### src/rtl/midi_rs_pkg.sv
package midi_rs_pkg;

    localparam logic [3:0] NIB_NOTE_OFF = 4'h8;
    localparam logic [3:0] NIB_NOTE_ON  = 4'h9;

    typedef enum logic [1:0] {
        KIND_NONE       = 2'd0,
        KIND_DATA       = 2'd1,
        KIND_STAT_NOTE  = 2'd2,
        KIND_STAT_OTHER = 2'd3
    } byte_kind_e;

endpackage

### src/rtl/midi_byte_classify.sv
module midi_byte_classify
    import midi_rs_pkg::*;
#(
    parameter int BYTE_W = 8
) (
    input  logic              guard_i,
    input  logic [BYTE_W-1:0] byte_i,
    output byte_kind_e        kind_o
);
    localparam int TOP = BYTE_W - 1;

    logic [3:0] hi_nib;
    assign hi_nib = byte_i[TOP -: 4];

    always_comb begin
        if (!guard_i) begin
            kind_o = KIND_NONE;
        end else if (!byte_i[TOP]) begin
            kind_o = KIND_DATA;
        end else if (hi_nib == NIB_NOTE_OFF || hi_nib == NIB_NOTE_ON) begin
            kind_o = KIND_STAT_NOTE;
        end else begin
            kind_o = KIND_STAT_OTHER;
        end
    end

endmodule

### src/rtl/midi_vel_zero_fix.sv
module midi_vel_zero_fix
    import midi_rs_pkg::*;
#(
    parameter int BYTE_W = 8
) (
    input  logic [BYTE_W-1:0] status_i,
    input  logic [BYTE_W-1:0] vel_i,
    output logic [BYTE_W-1:0] status_o
);
    localparam int TOP = BYTE_W - 1;

    always_comb begin
        status_o = status_i;
        if (status_i[TOP -: 4] == NIB_NOTE_ON && vel_i == '0) begin
            status_o[TOP -: 4] = NIB_NOTE_OFF;
        end
    end

endmodule

### src/rtl/midi_msg_assemble.sv
module midi_msg_assemble
    import midi_rs_pkg::*;
#(
    parameter int BYTE_W = 8
) (
    input  logic                clk,
    input  logic                rst_n,
    input  byte_kind_e          kind_i,
    input  logic [BYTE_W-1:0]   byte_i,
    output logic                guard_o,
    output logic [3*BYTE_W-1:0] msg_o
);
    localparam int MSG_W = 3 * BYTE_W;

    typedef struct packed {
        logic              have_status;
        logic              have_key;
        logic [BYTE_W-1:0] status;
        logic [BYTE_W-1:0] key;
        logic              guard;
        logic [MSG_W-1:0]  msg;
    } asm_state_t;

    asm_state_t st_d, st_q;
    logic [BYTE_W-1:0] fixed_status;

    midi_vel_zero_fix #(.BYTE_W(BYTE_W)) i_fix (
        .status_i (st_q.status),
        .vel_i    (byte_i),
        .status_o (fixed_status)
    );

    always_comb begin
        st_d       = st_q;
        st_d.guard = 1'b0;
        case (kind_i)
            KIND_STAT_NOTE: begin
                st_d.have_status = 1'b1;
                st_d.have_key    = 1'b0;
                st_d.status      = byte_i;
            end
            KIND_STAT_OTHER: begin
                st_d.have_status = 1'b0;
                st_d.have_key    = 1'b0;
            end
            KIND_DATA: begin
                if (st_q.have_status) begin
                    if (!st_q.have_key) begin
                        st_d.key      = byte_i;
                        st_d.have_key = 1'b1;
                    end else begin
                        st_d.have_key = 1'b0;
                        st_d.guard    = 1'b1;
                        st_d.msg      = {fixed_status, st_q.key, byte_i};
                    end
                end
            end
            default: ;
        endcase
    end

    always_ff @(posedge clk) begin
        if (!rst_n) begin
            st_q <= '0;
        end else begin
            st_q <= st_d;
        end
    end

    assign guard_o = st_q.guard;
    assign msg_o   = st_q.msg;

    AST_MSG_HELD: assert property (@(posedge clk) disable iff (!rst_n)
        !guard_o |-> $stable(msg_o)) else $error("message changed without guard");
    AST_KEY_NEEDS_STATUS: assert property (@(posedge clk) disable iff (!rst_n)
        st_q.have_key |-> st_q.have_status) else $error("key held without status");
    AST_GUARD_SINGLE: assert property (@(posedge clk) disable iff (!rst_n)
        guard_o |=> !guard_o) else $error("guard longer than one cycle");

endmodule

### src/rtl/midi_rs_expander.sv
module midi_rs_expander
    import midi_rs_pkg::*;
#(
    parameter int BYTE_W = 8
) (
    input  logic                clk,
    input  logic                rst_n,
    input  logic                in_guard,
    input  logic [BYTE_W-1:0]   in_byte,
    output logic                out_guard,
    output logic [3*BYTE_W-1:0] out_msg
);
    localparam int MSG_W = 3 * BYTE_W;
    localparam int S_HI  = MSG_W - 1;
    localparam int V_HI  = BYTE_W - 1;

    byte_kind_e kind;

    midi_byte_classify #(.BYTE_W(BYTE_W)) i_classify (
        .guard_i (in_guard),
        .byte_i  (in_byte),
        .kind_o  (kind)
    );

    midi_msg_assemble #(.BYTE_W(BYTE_W)) i_assemble (
        .clk     (clk),
        .rst_n   (rst_n),
        .kind_i  (kind),
        .byte_i  (in_byte),
        .guard_o (out_guard),
        .msg_o   (out_msg)
    );

    AST_EMIT_AFTER_DATA: assert property (@(posedge clk) disable iff (!rst_n)
        out_guard |-> $past(in_guard && !in_byte[BYTE_W-1])) else $error("emit without data byte");
    AST_NOTE_STATUS_ONLY: assert property (@(posedge clk) disable iff (!rst_n)
        out_guard |-> (out_msg[S_HI -: 4] == NIB_NOTE_OFF || out_msg[S_HI -: 4] == NIB_NOTE_ON))
        else $error("non-note status emitted");
    AST_NO_ZERO_VEL_ON: assert property (@(posedge clk) disable iff (!rst_n)
        (out_guard && out_msg[S_HI -: 4] == NIB_NOTE_ON) |-> (out_msg[V_HI:0] != '0))
        else $error("zero-velocity note-on emitted");

endmodule

### config.mk
export PLATFORM = sky130hd
export DESIGN_NAME = midi_rs_expander
export DESIGN_NICKNAME = d
export VERILOG_FILES = /design/src/rtl/midi_rs_pkg.sv /design/src/rtl/midi_byte_classify.sv /design/src/rtl/midi_vel_zero_fix.sv /design/src/rtl/midi_msg_assemble.sv /design/src/rtl/midi_rs_expander.sv
export SDC_FILE = /design/constraint.sdc
export NUM_CORES = 1
export LEC_CHECK = 0
export BUFFER_PORTS_ARGS = -buffer_cell sky130_fd_sc_hd__buf_2
export CAP_MARGIN = 20
export CORE_AREA = 2 2 62 64
export DETAILED_ROUTE_END_ITERATION = 12
export DIE_AREA = 0 0 64 66
export GPL_ROUTABILITY_DRIVEN = 0
export PLACE_DENSITY = 0.74
export REMOVE_ABC_BUFFERS = 1
export SETUP_SLACK_MARGIN = 0.5
export SLEW_MARGIN = 0
export SYNTH_ARGS = -nofsm -noshare
export SYNTH_HDL_FRONTEND = slang
export SYNTH_HIERARCHICAL = 1
export SYNTH_SLANG_ARGS = --single-unit
export TNS_END_PERCENT = 100
### constraint.sdc
create_clock -name clk -period 4 [get_ports clk]
set_clock_uncertainty 0.2 [all_clocks]
set_input_delay 0.8 -clock clk [delete_from_list [all_inputs] [get_ports clk]]
set_output_delay 0.8 -clock clk [all_outputs]
set_load 0.02 [all_outputs]
# Yosys cells after proc, flatten, opt, wreduce, memory -nomap -nowiden
# Index checks and enable logic that the tools add are counted.
# W data, S select, Z words.
dict set report totals {
  output_inout_bits 25
  word_cells 33
  regBits 43
}
dict set report op_classes {
  n_mux 9
  reduce_logical 10
  n_bitwise 1
  eq_ne 7
}
# operator count
set op_table {}
lappend op_table {{$mux W25} 1}
lappend op_table {{$eq A4 B4 Y1 const B} 3}
lappend op_table {{$reduce_and A3 Y1} 3}
lappend op_table {{$logic_not A8 Y1} 1}
lappend op_table {{$eq A2 B2 Y1 const B} 2}
lappend op_table {{$mux W2} 2}
lappend op_table {{$mux W4} 1}
lappend op_table {{$pmux W1 S2} 2}
lappend op_table {{$reduce_bool A2 Y1} 2}
lappend op_table {{$mux W1} 3}
lappend op_table {{$eq A2 B1 Y1 const B} 1}
lappend op_table {{$ne A2 B1 Y1 const B} 1}
lappend op_table {{$reduce_and A2 Y1} 1}
lappend op_table {{$reduce_or A2 Y1} 1}
lappend op_table {{$logic_and A1 B1 Y1} 1}
lappend op_table {{$logic_or A1 B1 Y1} 1}
lappend op_table {{$not A1 Y1} 1}

# Logic depth before layout (Yosys ltp)
dict set report logic_depth {
  ltp_word 9
  ltp_mapped 7
  ltp_nobuf 5
}

# Modules after synthesis
# Netlist, hierarchy kept.
# module n_inst area_per_inst_um2 cells_each
set by_module_without_submodules {}
lappend by_module_without_submodules {midi_msg_assemble 1 1666.6 163}
lappend by_module_without_submodules {midi_vel_zero_fix 1 77.6 12}
lappend by_module_without_submodules {midi_byte_classify 1 20.0 3}

# Worst setup path after synthesis
# Ideal clock, no wire load.
dict set report synth_path {
  path_kind {in2reg}
  from {in in_byte[7]}
  to {reg i_assemble/st_q[31] (netlist bit)}
  t_arrival_ns 1.775
  path_stages 7
  path_buffers 2
  slack_ns 1.908
  required_ns 3.683
  setup_ns 0.117
  cell_sequence {inv_1 > o31a_1 > and4bb_1 > buf_2 > buf_4 > nand3_1 > o21ai_1}
}
dict set report synth_between {
  elab_chain_cells 7
}
# item line_no
set synth_rtl {}
lappend synth_rtl {{start: declaration} midi_rs_expander.sv:9} ;# input logic [BYTE_W-1:0] in_byte,
lappend synth_rtl {{$eq A4 B4 Y1} midi_byte_classify.sv:20} ;# end else if (hi_nib == NIB_NOTE_OFF || hi_nib == NIB_NOTE_ON) begin
lappend synth_rtl {{$logic_or A1 B1 Y1} midi_byte_classify.sv:20}
lappend synth_rtl {{$mux W1} midi_byte_classify.sv:20}
lappend synth_rtl {{$mux W2 (*)} midi_byte_classify.sv:18} ;# end else if (!byte_i[TOP]) begin
lappend synth_rtl {{$mux W2 (*)} midi_byte_classify.sv:16} ;# if (!guard_i) begin
lappend synth_rtl {{named net kind[0]} midi_rs_expander.sv:17} ;# byte_kind_e kind;
lappend synth_rtl {{$eq A2 B1 Y1 (*)} midi_msg_assemble.sv:36} ;# case (kind_i)
lappend synth_rtl {{$reduce_and A3 Y1 (no line) (*)} n/a}
lappend synth_rtl {{end signal: assignment} midi_msg_assemble.sv:66} ;# st_q <= st_d;
lappend synth_rtl {{end: declaration} midi_msg_assemble.sv:24} ;# asm_state_t st_d, st_q;
# Mark *: on every way through the listed nets, which the timed path passes. The rest lies on a longest branch.
# A chain may end at the register's enable or synchronous reset.

# Final worst setup path
dict set report layout_path {
  from {in in_byte[7]}
  to {reg i_assemble/st_q[27] (netlist bit)}
}
# Same word-level chain as after synthesis.

==> qor.yml <==
outcome: "completed"
tightest_slew_ps: 544.5
pin_count: 36
io_buffers: 35
initial_core_util_pct: 49.68
endpoint_kind: "flop"
dp_hpwl_um: 2149
slew_headroom_pct: 63.62
gr-total-overflow: 0
post_drt_via_cell_ratio: 5.211
final_cell_mix: "dfxtp_1, buf_2, nand2_1"
wl_per_cell_um: 13.54
clk_latency_ps: 350
postCtsSetupBuffers: 0
dr.pass1.iters: 4
rsz0062_at_grt: "no"
drt-total-wl_um: 3074
drtIter0Drc: 59
fmax_ghz: 0.4992
numCtsBuffers: 5
die_h_um: 66
root_buffer: "clkbuf_4"
grt_max_degree: 29
clock_path_buffers: 2
hold_viol_final: 0
area_growth_pct: 0.1416
clk_pin_slew_worst_paths_ps: 120
cts_htree_levels: 2
antenna_left: 0
drc: 0
final.setup.worst_slack_ps: 1997
antenna_found_initial: 0
grt.total_usage_pct: 15.49
drive_above_1_share_pct: 29.05
finalNetCount: 189
final_max_slew_viol_count: 0
ys_warn_count: 6
whs_ps: 261.8
critPathLaunchType: "primary input"
power_density_nw_per_um2: 382.7
maxCapViolCount: 0
synth.avg_cell_area_um2: 9.911
die-area_um2: 4224
dieWidth_um: 64
synthDistinctLibCells: 28
dr_total_vias: 1183
grt_pass1_vias: 1076
ctsResizeCount: 0
crit_path_max_fanout: 16
setup-violations-final: 0
fillers: 343
worstHoldStart: "i_assemble/st_q[35]"
period_needed_ps: 2003
path_class: "in2reg"
ys_seq_area_share_pct: 48.79
reg2reg_from: "i_assemble/st_q[42]"
cp-startpoint: "in_byte[7]"
coreArea_um2: 3551
layout_commonest_cell: "dfxtp_1"
finalCritPeriodShare_pct: 50.08
ys_ff_latch: 43
grt_pass1_wl_um: 5023
std_cell_rows: 22
post-place-ws_ps: 1631
diodes: 0
arrival_ps: 2090
leakage_nw: 0.7632
netlist_area_um2: 1764
synthCells: 178
ir_worst_vdd_uv: 220.3
cts_tree: "yes"
cts_sinks: 43
ctsHoldBuffers: 0
cp.required_ps: 4090
hp-class: "reg2reg"
setup_tns_ps: 0
-- cells by family after synthesis --
logic type,share of synthesized area (%)
flops,48.79
compound gates,20.14
simple gates,13.69
xor+xnor,0.4965
buf+inv,16.88
-- per-stage QoR --
stage	instances	utilization, %	power [mW]	instance area [µm²]
2_1_floorplan	136	-	0.4679	1478
3_3_place_gp	219	48.24	0.4848	1713
3_5_place_dp	219	48.24	0.4870	1713
4_1_cts	227	49.75	0.6856	1767
5_1_grt	227	49.75	0.7075	1767
6_report	227	49.75	0.6761	1767
-- path summary, 6_finish.rpt --
path / slack (ps) / endpoint / cells past startpoint
hold reg to reg: 260 / i_assemble/st_q[35] / 2
setup reg to reg: 2490 / i_assemble/st_q[27] / 3
setup / recovery: 2000 / i_assemble/st_q[27] / 6
hold / removal: 260 / i_assemble/st_q[35] / 2
-- where the power goes --
part,internal [mW],switching [mW]
clock network,0.0679,0.130
logic,0.0139,0.0255
registers,0.434,0.00416
total,0.516,0.160
-- routing by layer --
| layer | share of wire [%] | up-vias | track usage, % |
|---|---|---|---|
| met5 | 0 | - | 0 |
| met3 | 5.6 | 8 | 5.963 |
| met1 | 45 | 561 | 17.82 |
| met2 | 48 | 31 | 26.17 |
| met4 | 1.7 | 0 | 5.435 |
| li1 | - | 583 | - |
-- area by class of cell --
cell class	instances	area, µm²	area share (%)
well taps	48	60.06	3.399
multi-input cells	90	605.6	34.28
clock buffers	6	41.29	2.337
inverters	3	11.26	0.6374
clock inverters	2	12.51	0.7082
flip-flops and latches	43	860.8	48.73
repair buffers	35	175.2	9.915
-- state kept, by name (all words and copies together) (netlist names) --
signal	cells
i_assemble/guard_o	1
i_assemble/msg_o	24
i_assemble/st_q	18
-- cells in the mapped netlist (all sizes together) --
| library cell | number | area share [%] |
|---|---|---|
| nor3 | 1 | 0.28 |
| nor2 | 1 | 0.64 |
| and4bb | 1 | 0.71 |
| a22o | 24 | 12 |
| o211a | 1 | 0.57 |
| nor4b | 1 | 0.85 |
| buf | 36 | 15 |
| and2b | 1 | 0.50 |
| dfxtp | 43 | 49 |
| nor4 | 1 | 0.35 |
| nor3b | 1 | 0.43 |
| nand3 | 8 | 2.3 |
| a31oi | 1 | 0.35 |
| and2 | 1 | 0.43 |
| nand3b | 1 | 1.1 |
| o21a | 1 | 0.85 |
| a21boi | 8 | 3.4 |
| o31a | 1 | 0.50 |
| nand2b | 1 | 0.35 |
| o21ai | 8 | 2.3 |
| xnor2 | 1 | 0.50 |
| clkbuf | 6 | 1.3 |
| nand2 | 27 | 5.7 |
| inv | 3 | 0.64 |
-- worst max-delay path, stage by stage --
cell and delay [ps]:
buf_2 140, inv_1 60, o31a_1 260, and4bb_1 570
nand3_1 140, o21ai_1 120
Power figures use the tool's default switching activity.
